[config.mk]
export PLATFORM = sky130hd
export DESIGN_NAME = wdog_steer
export DESIGN_NICKNAME = d
export VERILOG_FILES = /design/src/rtl/wdog_pkg.sv /design/src/rtl/wdog_cfg.sv /design/src/rtl/wdog_count.sv /design/src/rtl/wdog_fsm.sv /design/src/rtl/wdog_steer.sv
export SDC_FILE = /design/constraint.sdc
export NUM_CORES = 1
export LEC_CHECK = 0
export CAP_MARGIN = 20
export CORE_ASPECT_RATIO = 0.5
export CORE_MARGIN = 2
export CORE_UTILIZATION = 40
export DETAILED_ROUTE_END_ITERATION = 10
export HOLD_SLACK_MARGIN = 0.15
export PLACE_DENSITY = 0.68
export SLEW_MARGIN = 5
export SYNTH_ARGS = -nofsm -noshare
export SYNTH_HDL_FRONTEND = slang
export SYNTH_SLANG_ARGS = --single-unit
[constraint.sdc]
create_clock -name clk -period 1.9 [get_ports clk]
set_input_delay 0.285 -clock clk [delete_from_list [all_inputs] [get_ports clk]]
set_output_delay 0.285 -clock clk [all_outputs]
set_load 0.01 [all_outputs]
[src/rtl/wdog_pkg.sv]
package wdog_pkg;

    typedef enum logic [1:0] {
        ST_IDLE = 2'd0,
        ST_RUN  = 2'd1,
        ST_FIRE = 2'd2
    } wd_state_e;

    // Counter width needed for multiplier << (2 * max resolution code)
    function automatic int cnt_width(input int mult_w, input int res_w);
        return mult_w + 2 * ((1 << res_w) - 1);
    endfunction

endpackage

[src/rtl/wdog_cfg.sv]
module wdog_cfg #(
    parameter int MULT_W = 5,
    parameter int RES_W  = 2,
    parameter int CFG_W  = 1 + MULT_W + RES_W,
    parameter int CNT_W  = wdog_pkg::cnt_width(MULT_W, RES_W)
) (
    input  logic             clk,
    input  logic             rst_n,
    input  logic             wr,
    input  logic [CFG_W-1:0] wdata,
    input  logic             bite_rst,
    input  logic             bite_any,
    input  logic             cent_ld,
    input  logic             cent_val,
    output logic [CFG_W-1:0] cfg_q,
    output logic [CNT_W-1:0] timeout,
    output logic             arm_ok,
    output logic             steer,
    output logic             flag_q,
    output logic             century_q
);
    localparam int NRES = 1 << RES_W;

    logic [CFG_W-1:0]  src;
    logic [MULT_W-1:0] mult;
    logic [RES_W-1:0]  res;
    logic [CNT_W-1:0]  scaled [NRES];

    // A write restarts from the byte being written, a read from the stored one
    assign src  = wr ? wdata : cfg_q;
    assign mult = src[RES_W +: MULT_W];
    assign res  = src[RES_W-1:0];

    for (genvar g = 0; g < NRES; g++) begin : g_scale
        assign scaled[g] = {{(CNT_W-MULT_W){1'b0}}, mult} << (2 * g);
    end

    assign timeout = scaled[res];
    assign arm_ok  = (mult != '0);
    assign steer   = cfg_q[CFG_W-1];

    always_ff @(posedge clk) begin
        if (!rst_n) begin
            cfg_q     <= '0;
            flag_q    <= 1'b0;
            century_q <= 1'b0;
        end else begin
            if (wr)
                cfg_q <= wdata;
            else if (bite_rst)
                cfg_q <= '0;

            if (wr)
                flag_q <= 1'b0;
            else if (bite_any)
                flag_q <= 1'b1;

            if (cent_ld)
                century_q <= cent_val;
            else if (bite_rst)
                century_q <= 1'b0;
        end
    end
endmodule

[src/rtl/wdog_count.sv]
module wdog_count #(
    parameter int CNT_W = 11
) (
    input  logic             clk,
    input  logic             rst_n,
    input  logic             load,
    input  logic [CNT_W-1:0] load_val,
    input  logic             dec,
    output logic             last
);
    logic [CNT_W-1:0] cnt_q;

    always_ff @(posedge clk) begin
        if (!rst_n)
            cnt_q <= '0;
        else if (load)
            cnt_q <= load_val;
        else if (dec && cnt_q != '0)
            cnt_q <= cnt_q - 1'b1;
    end

    assign last = (cnt_q == {{(CNT_W-1){1'b0}}, 1'b1});
endmodule

[src/rtl/wdog_fsm.sv]
module wdog_fsm
    import wdog_pkg::*;
(
    input  logic clk,
    input  logic rst_n,
    input  logic restart,
    input  logic arm_ok,
    input  logic tick,
    input  logic last,
    input  logic steer,
    output logic load,
    output logic dec,
    output logic fire_rst,
    output logic fire_irq
);
    wd_state_e state_q, state_d;

    // Next-state logic: T_ARM, T_DISARM, T_COUNT, T_EXPIRE, T_SETTLE
    always_comb begin
        state_d = state_q;
        unique case (state_q)
            ST_IDLE: begin
                if (restart && arm_ok)
                    state_d = ST_RUN;                  // T_ARM
            end
            ST_RUN: begin
                if (restart)
                    state_d = arm_ok ? ST_RUN : ST_IDLE; // T_ARM / T_DISARM
                else if (tick && last)
                    state_d = ST_FIRE;                 // T_EXPIRE
            end
            ST_FIRE: begin
                if (restart && arm_ok)
                    state_d = ST_RUN;                  // T_ARM
                else
                    state_d = ST_IDLE;                 // T_SETTLE / T_DISARM
            end
            default: state_d = ST_IDLE;
        endcase
    end

    always_ff @(posedge clk) begin
        if (!rst_n)
            state_q <= ST_IDLE;
        else
            state_q <= state_d;
    end

    // Output logic
    always_comb begin
        load     = restart;
        dec      = 1'b0;
        fire_rst = 1'b0;
        fire_irq = 1'b0;
        unique case (state_q)
            ST_IDLE: ;
            ST_RUN:  dec = tick && !restart;
            ST_FIRE: begin
                fire_rst = steer;
                fire_irq = !steer;
            end
            default: ;
        endcase
    end
endmodule

[src/rtl/wdog_steer.sv]
module wdog_steer #(
    parameter int MULT_W = 5,
    parameter int RES_W  = 2
) (
    input  logic                      clk,
    input  logic                      rst_n,
    input  logic                      reg_wr,
    input  logic [MULT_W+RES_W:0]     reg_wdata,
    input  logic                      reg_rd,
    output logic [MULT_W+RES_W:0]     reg_rdata,
    input  logic                      tick_i,
    input  logic                      cent_ld,
    input  logic                      cent_val,
    output logic                      rst_req_o,
    output logic                      irq_o,
    output logic                      flag_o,
    output logic                      century_o
);
    localparam int CFG_W = 1 + MULT_W + RES_W;
    localparam int CNT_W = wdog_pkg::cnt_width(MULT_W, RES_W);

    logic [CNT_W-1:0] timeout;
    logic             arm_ok, steer, last, load, dec, fire_rst, fire_irq;
    logic             restart;

    assign restart = reg_wr | reg_rd;

    wdog_cfg #(
        .MULT_W(MULT_W), .RES_W(RES_W), .CFG_W(CFG_W), .CNT_W(CNT_W)
    ) cfg_i (
        .clk       (clk),
        .rst_n     (rst_n),
        .wr        (reg_wr),
        .wdata     (reg_wdata),
        .bite_rst  (fire_rst),
        .bite_any  (fire_rst | fire_irq),
        .cent_ld   (cent_ld),
        .cent_val  (cent_val),
        .cfg_q     (reg_rdata),
        .timeout   (timeout),
        .arm_ok    (arm_ok),
        .steer     (steer),
        .flag_q    (flag_o),
        .century_q (century_o)
    );

    wdog_count #(.CNT_W(CNT_W)) cnt_i (
        .clk      (clk),
        .rst_n    (rst_n),
        .load     (load),
        .load_val (timeout),
        .dec      (dec),
        .last     (last)
    );

    wdog_fsm fsm_i (
        .clk      (clk),
        .rst_n    (rst_n),
        .restart  (restart),
        .arm_ok   (arm_ok),
        .tick     (tick_i),
        .last     (last),
        .steer    (steer),
        .load     (load),
        .dec      (dec),
        .fire_rst (fire_rst),
        .fire_irq (fire_irq)
    );

    assign rst_req_o = fire_rst;
    assign irq_o     = fire_irq;
endmodule

* Yosys cells after proc, flatten, opt, wreduce, memory -nomap -nowiden
Index checks and enable logic that the tools add are counted. W data, S select, Z words.
Cells by class: add/sub/neg operators 1, $lt $le $gt $ge 1, eq/ne operators 5, muxes and demuxes 19, bitwise operators 4, reductions and logical operators 14
Operators with widths (count):
- $mux W11 | 4
- $bmux W11 S2 | 1
- $mux W8 | 2
- $eq A11 B1 Y1 const B | 1
- $reduce_bool A11 Y1 | 1
- $sub A11 B1 Y11 const B | 1
- $mux W1 | 7
- $mux W7 | 1
- $mux W2 | 3
- $pmux W2 S3 | 1
- $reduce_bool A2 Y1 | 3
- $reduce_bool A5 Y1 | 1
- $logic_and A1 B1 Y1 | 4
- $ge A3 B3 Y1 const B | 1
- $ne A3 B1 Y1 const B | 1
- $not A2 Y3 | 1
- $eq A2 B1 Y1 const B | 1
- $eq A2 B2 Y1 const B | 1
- $logic_not A1 Y1 | 2
- $logic_not A2 Y1 | 1
- $ne A2 B1 Y1 const B | 1
- $or A1 B1 Y1 | 2
- $reduce_and A2 Y1 | 1
- $reduce_or A2 Y1 | 1
- $not A1 Y1 | 1
Word-level totals: register bits 23, output and inout bits 12, logic and storage cells 49

* Longest topological paths before layout
word-level depth 7, depth in mapped cells 7

* By module
From an unflattened synthesis, not the netlist that was laid out.
Second synthesis, totals: cell total of the unflattened synthesis 162, area total of the unflattened synthesis 1437.6 µm²
Modules (own cells, without submodules):
- wdog_count | times used 1, cells an instance 82, area an instance 680.7 µm², sequential area each 220.2 µm²
- wdog_cfg | times used 1, cells an instance 65, area an instance 616.8 µm², sequential area each 200.2 µm²
- wdog_fsm | times used 1, cells an instance 13, area an instance 127.6 µm², sequential area each 40.0 µm²
- wdog_steer | times used 1, cells an instance 2, area an instance 12.5 µm², sequential area each 0.0 µm²

* Least setup slack after synthesis
Ideal clock, no wire load.
path type reg-to-reg, start reg cnt_i.cnt_q[0], end reg cnt_i.cnt_q[7], library setup time 124 ps, arrival time 1770 ps, slack 6 ps, stages on the path, launching flop included 8, cells stage by stage dfxtp_1 -> inv_1 -> ha_1 -> or4b_2 -> o32a_4 -> buf_6 -> o21ai_1 -> a21oi_1
Between the ends: cells in the longest elaborated chain, start to end 3
Ends and longest elaborated chain:
- start: declaration | line wdog_count.sv:11 | logic [CNT_W-1:0] cnt_q;
- start signal: assignment | line wdog_count.sv:17 | cnt_q <= load_val;
- start signal: assignment | line wdog_count.sv:19 | cnt_q <= cnt_q - 1'b1;
- $sub A11 B1 Y11 / $reduce_bool A11 Y1 (equally long branches) | line wdog_count.sv:19, wdog_count.sv:18
- $mux W11 / $logic_and A1 B1 Y1 (equally long branches) | line wdog_count.sv:18 | else if (dec && cnt_q != '0)
- $mux W11 / $reduce_bool A2 Y1 (equally long branches)
Parallel ways exist; a longest one is shown, timed or not. The select of a mux whose other input is x is not followed. A chain may end at the register's enable or synchronous reset.

* Final worst setup path
start in reg_wdata[0], end reg cnt_i.cnt_q[7]
Between the ends: cells in the longest elaborated chain, start to end 6
Ends and longest elaborated chain:
- start: declaration | line wdog_steer.sv:8 | input logic [MULT_W+RES_W:0] reg_wdata,
- $mux W7 | line wdog_cfg.sv:30 | assign src = wr ? wdata : cfg_q;
- $not A2 Y3 (implied by the code) | line wdog_cfg.sv:38 | assign timeout = scaled[res];
- $bmux W11 S2 | line wdog_cfg.sv:38
- $mux W11 (implied by the code) (2 in series) | line wdog_cfg.sv:38
- $mux W11 | line wdog_count.sv:16 | else if (load)
No other way between the ends. The select of a mux whose other input is x is not followed.

==> reports/metrics.cfg <==
[place]
dp_slack_ps=-375.6
dpl.hpwl_microns=3397
io_buffers=26
finalWeightedCongestion=0.9521

[global_routing]
grt_max_degree=31
grt_pass1_wl_microns=7155
track_usage_pct=21.72
grt_pass1_vias=1505
overflow=0
antenna_found_initial=0

[yosys]
synthTopCellsByArea=dfxtp_1 30%, a22oi_1 4.5%, mux2i_1 4.0%
ys_warn_count=0
ys_seq_elements=23
synth_ff_type=dfxtp_1
synth_xor_xnor_area_share_pct=0.5800
ys_async_sr_fraction_pct=0
synth_top_family_by_area=simple AND/OR/NAND/NOR gates
syn-cell-area_sq_um=1510
synth.distinct_cells=52
synth_top_area_share_pct=30.49
post-synth-top-area-cell=dfxtp_1
synth_compound_gate_area_share_pct=24.03
synthAdderAreaFrac_pct=2.486
synth_enable_flop_cells=0
syn_avg_cell_area_sq_um=8.033
syn_nets=206
ys_seq_area_share_pct=30.49
synthCells=188
synthMuxAreaShare_pct=6.214
synth-simple-area-share_pct=30.57

[timing]
whs_ps=481.2
setup_tns_ps=0
fin_crit_sh_pct=98.29
relSlewSlack_pct=61.65
fin_skew_ps=6.967
maxSlewViolCount=0
worst_pin_slew_ps=573.5
rsz0062_at_grt=true
setup_viol=0
post-route-min-period_ps=1868
fin_ws_ps=32.43
hold_viol=0
fmax_ghz=0.5355

[routing]
firstDrtPassIters=5
wl_microns=4650
routedWlPerCell_microns=16.09
vias=1722
route.detailed.drc=0
routed_via_density=5.958
drt_iter0_drc=181
ant_nets=0

[power_and_ir_drop]
combPwrFrac_pct=36.5
p_seq_share_pct=40.0
power_density_nw_per_um2=656.4
power.total_uw=1370
p_switching_uw=464.9
p_leak_uw=0.0008332
clkPwrFrac_pct=23.5
swShare_pct=33.93
vdd_drop_max_uv=371.8
p_int_uw=905.0

[worst_setup_path]
r2r_cells=4
cp-start-kind=input port
r2r_end=fsm_i.state_q[0]$_SDFFE_PN0P_
crit_end=cnt_i.cnt_q[7]$_SDFFE_PN0P_
cp-startpoint=reg_wdata[0]
r2r-start=cnt_i.cnt_q[2]$_SDFFE_PN0P_
r2r_slack_ps=50
cp.arrival_ps=2030
worst-setup-path-type=in -> reg
worstPathMaxFanout=3
endpoint_kind=register
worstPathRequired_ps=2060

[cts]
cts_tree=yes
cts.reportedPaths.clkPinSlew_ps=90
root_buffer=clkbuf_8
clkLatencyLatePin_ps=270
htreeDepth=1
cts.sinks=23
cts_buffer_depth=2
cts_buffers=3

[floorplan]
core_area_sq_um=3528
die_y_microns=47.45
ios=27
rows=15
die_area_sq_um=4313
die_x_microns=90.90
start_util_pct=42.80

[cells_and_area]
drive_gt1_share_pct=20.59
layout_common_cells=30 x buf_4, 24 x clkdlybuf4s50_1, 22 x dfxtp_1, 16 x nor2_1, 14 x nand2_1
diodes=0
fin_nets=257
final_core_util_pct=59.15
final_common_cell=buf_4
area_growth_pct=38.19

[outcome]
status=complete, no violations

[worst_hold_path]
hp-class=reg -> reg

[flow_run]
max_cap_violations=0

registers in the layout (all words and copies together) (netlist names):
register and count:
cfg_i.century_q 1, cnt_i.cnt_q 11, cfg_i.cfg_q 8, fsm_i.state_q 2, cfg_i.flag_q 1
synth_stat cells (2+ instances only):
cell type	instances
o21ai_0	4
nand2b_1	5
a211oi_1	2
a221oi_1	2
nand4_1	3
nor4_1	5
nor2_1	16
a21oi_1	11
nand3b_1	5
a22oi_1	9
nand3_1	11
buf_2	5
clkbuf_1	4
or4_1	2
inv_1	7
or2_2	2
o22ai_1	2
o21ai_1	6
ha_1	3
nand2_1	14
mux2i_1	6
a32oi_1	2
dfxtp_1	23
or4_4	2
nor3_1	9
o311ai_0	2
worst max-delay path: stages:
cell             delay (ps)
clkdlybuf4s50_1         490
mux2i_2                 230
mux4_2                  580
a221oi_2                330
a21oi_1                 110
metal layers:
metal / up-vias / track usage, % / routed length (microns)
li1: 818 / - / -
met1: 798 / 28.90 / 2098
met2: 100 / 34.93 / 2003
met3: 6 / 6.299 / 509
met4: 0 / 8.182 / 38
met5: - / 0 / 0
worst min path at each step:
stage / cells past startpoint / endpoint / from
finish: 1 / fsm_i.state_q[0]$_SDFFE_PN0P_ / fsm_i.state_q[1]$_SDFFE_PN0P_
global route: 1 / fsm_i.state_q[0]$_SDFFE_PN0P_ / fsm_i.state_q[1]$_SDFFE_PN0P_
CTS: 2 / cfg_i.century_q$_SDFFE_PN0P_ / cfg_i.century_q$_SDFFE_PN0P_
detailed placement: 2 / cfg_i.flag_q$_SDFFE_PP0P_ / cfg_i.flag_q$_SDFFE_PP0P_
global placement: 2 / cfg_i.century_q$_SDFFE_PN0P_ / cfg_i.century_q$_SDFFE_PN0P_
floorplan: 2 / cfg_i.century_q$_SDFFE_PN0P_ / cent_ld
cells by family (layout without fill, tap and decap cells):
family / Yosys count / after routing
simple gates: 84 / 84
compound gates: 51 / 52
fa+ha+maj: 3 / 3
xor+xnor: 1 / 1
flops: 23 / 23
buf+inv: 18 / 67
mux: 8 / 8
area by class of cell:
class,instances,area [sq um]
Clock buffer,4,45.04
Multi-Input combinational cell,148,1003
Inverter,7,26.28
Fill cell,332,1441
Timing Repair Buffer,56,486.7
Tap cell,51,63.81
Sequential cell,23,461.7
power groups by stage:
stage / Sequential [uW] / Combinational [uW] / Clock [uW]
floorplan: 566 / 262 / 0
global placement: 557 / 456 / 0
detailed placement: 558 / 459 / 0
CTS: 548 / 478 / 322
global route: 553 / 533 / 345
finish: 548 / 500 / 322
stage by stage:
step / instance area, sq um / std cells
4_1_cts: 2072 / 289
5_1_grt: 2087 / 289
3_3_place_gp: 1993 / 283
6_report: 2087 / 289
2_1_floorplan: 1510 / 188
3_5_place_dp: 1993 / 283
what timing repair did:
action | CTS | global route
setup buffers | 1 | 0
pin swaps | 1 | 1
gates resized for setup | 5 | 3
setup endpoints to repair | 3 | 5
gates cloned | 1 | 0
hold buffers | 0 | 0
No activity file was read; power rests on OpenSTA's default activity.
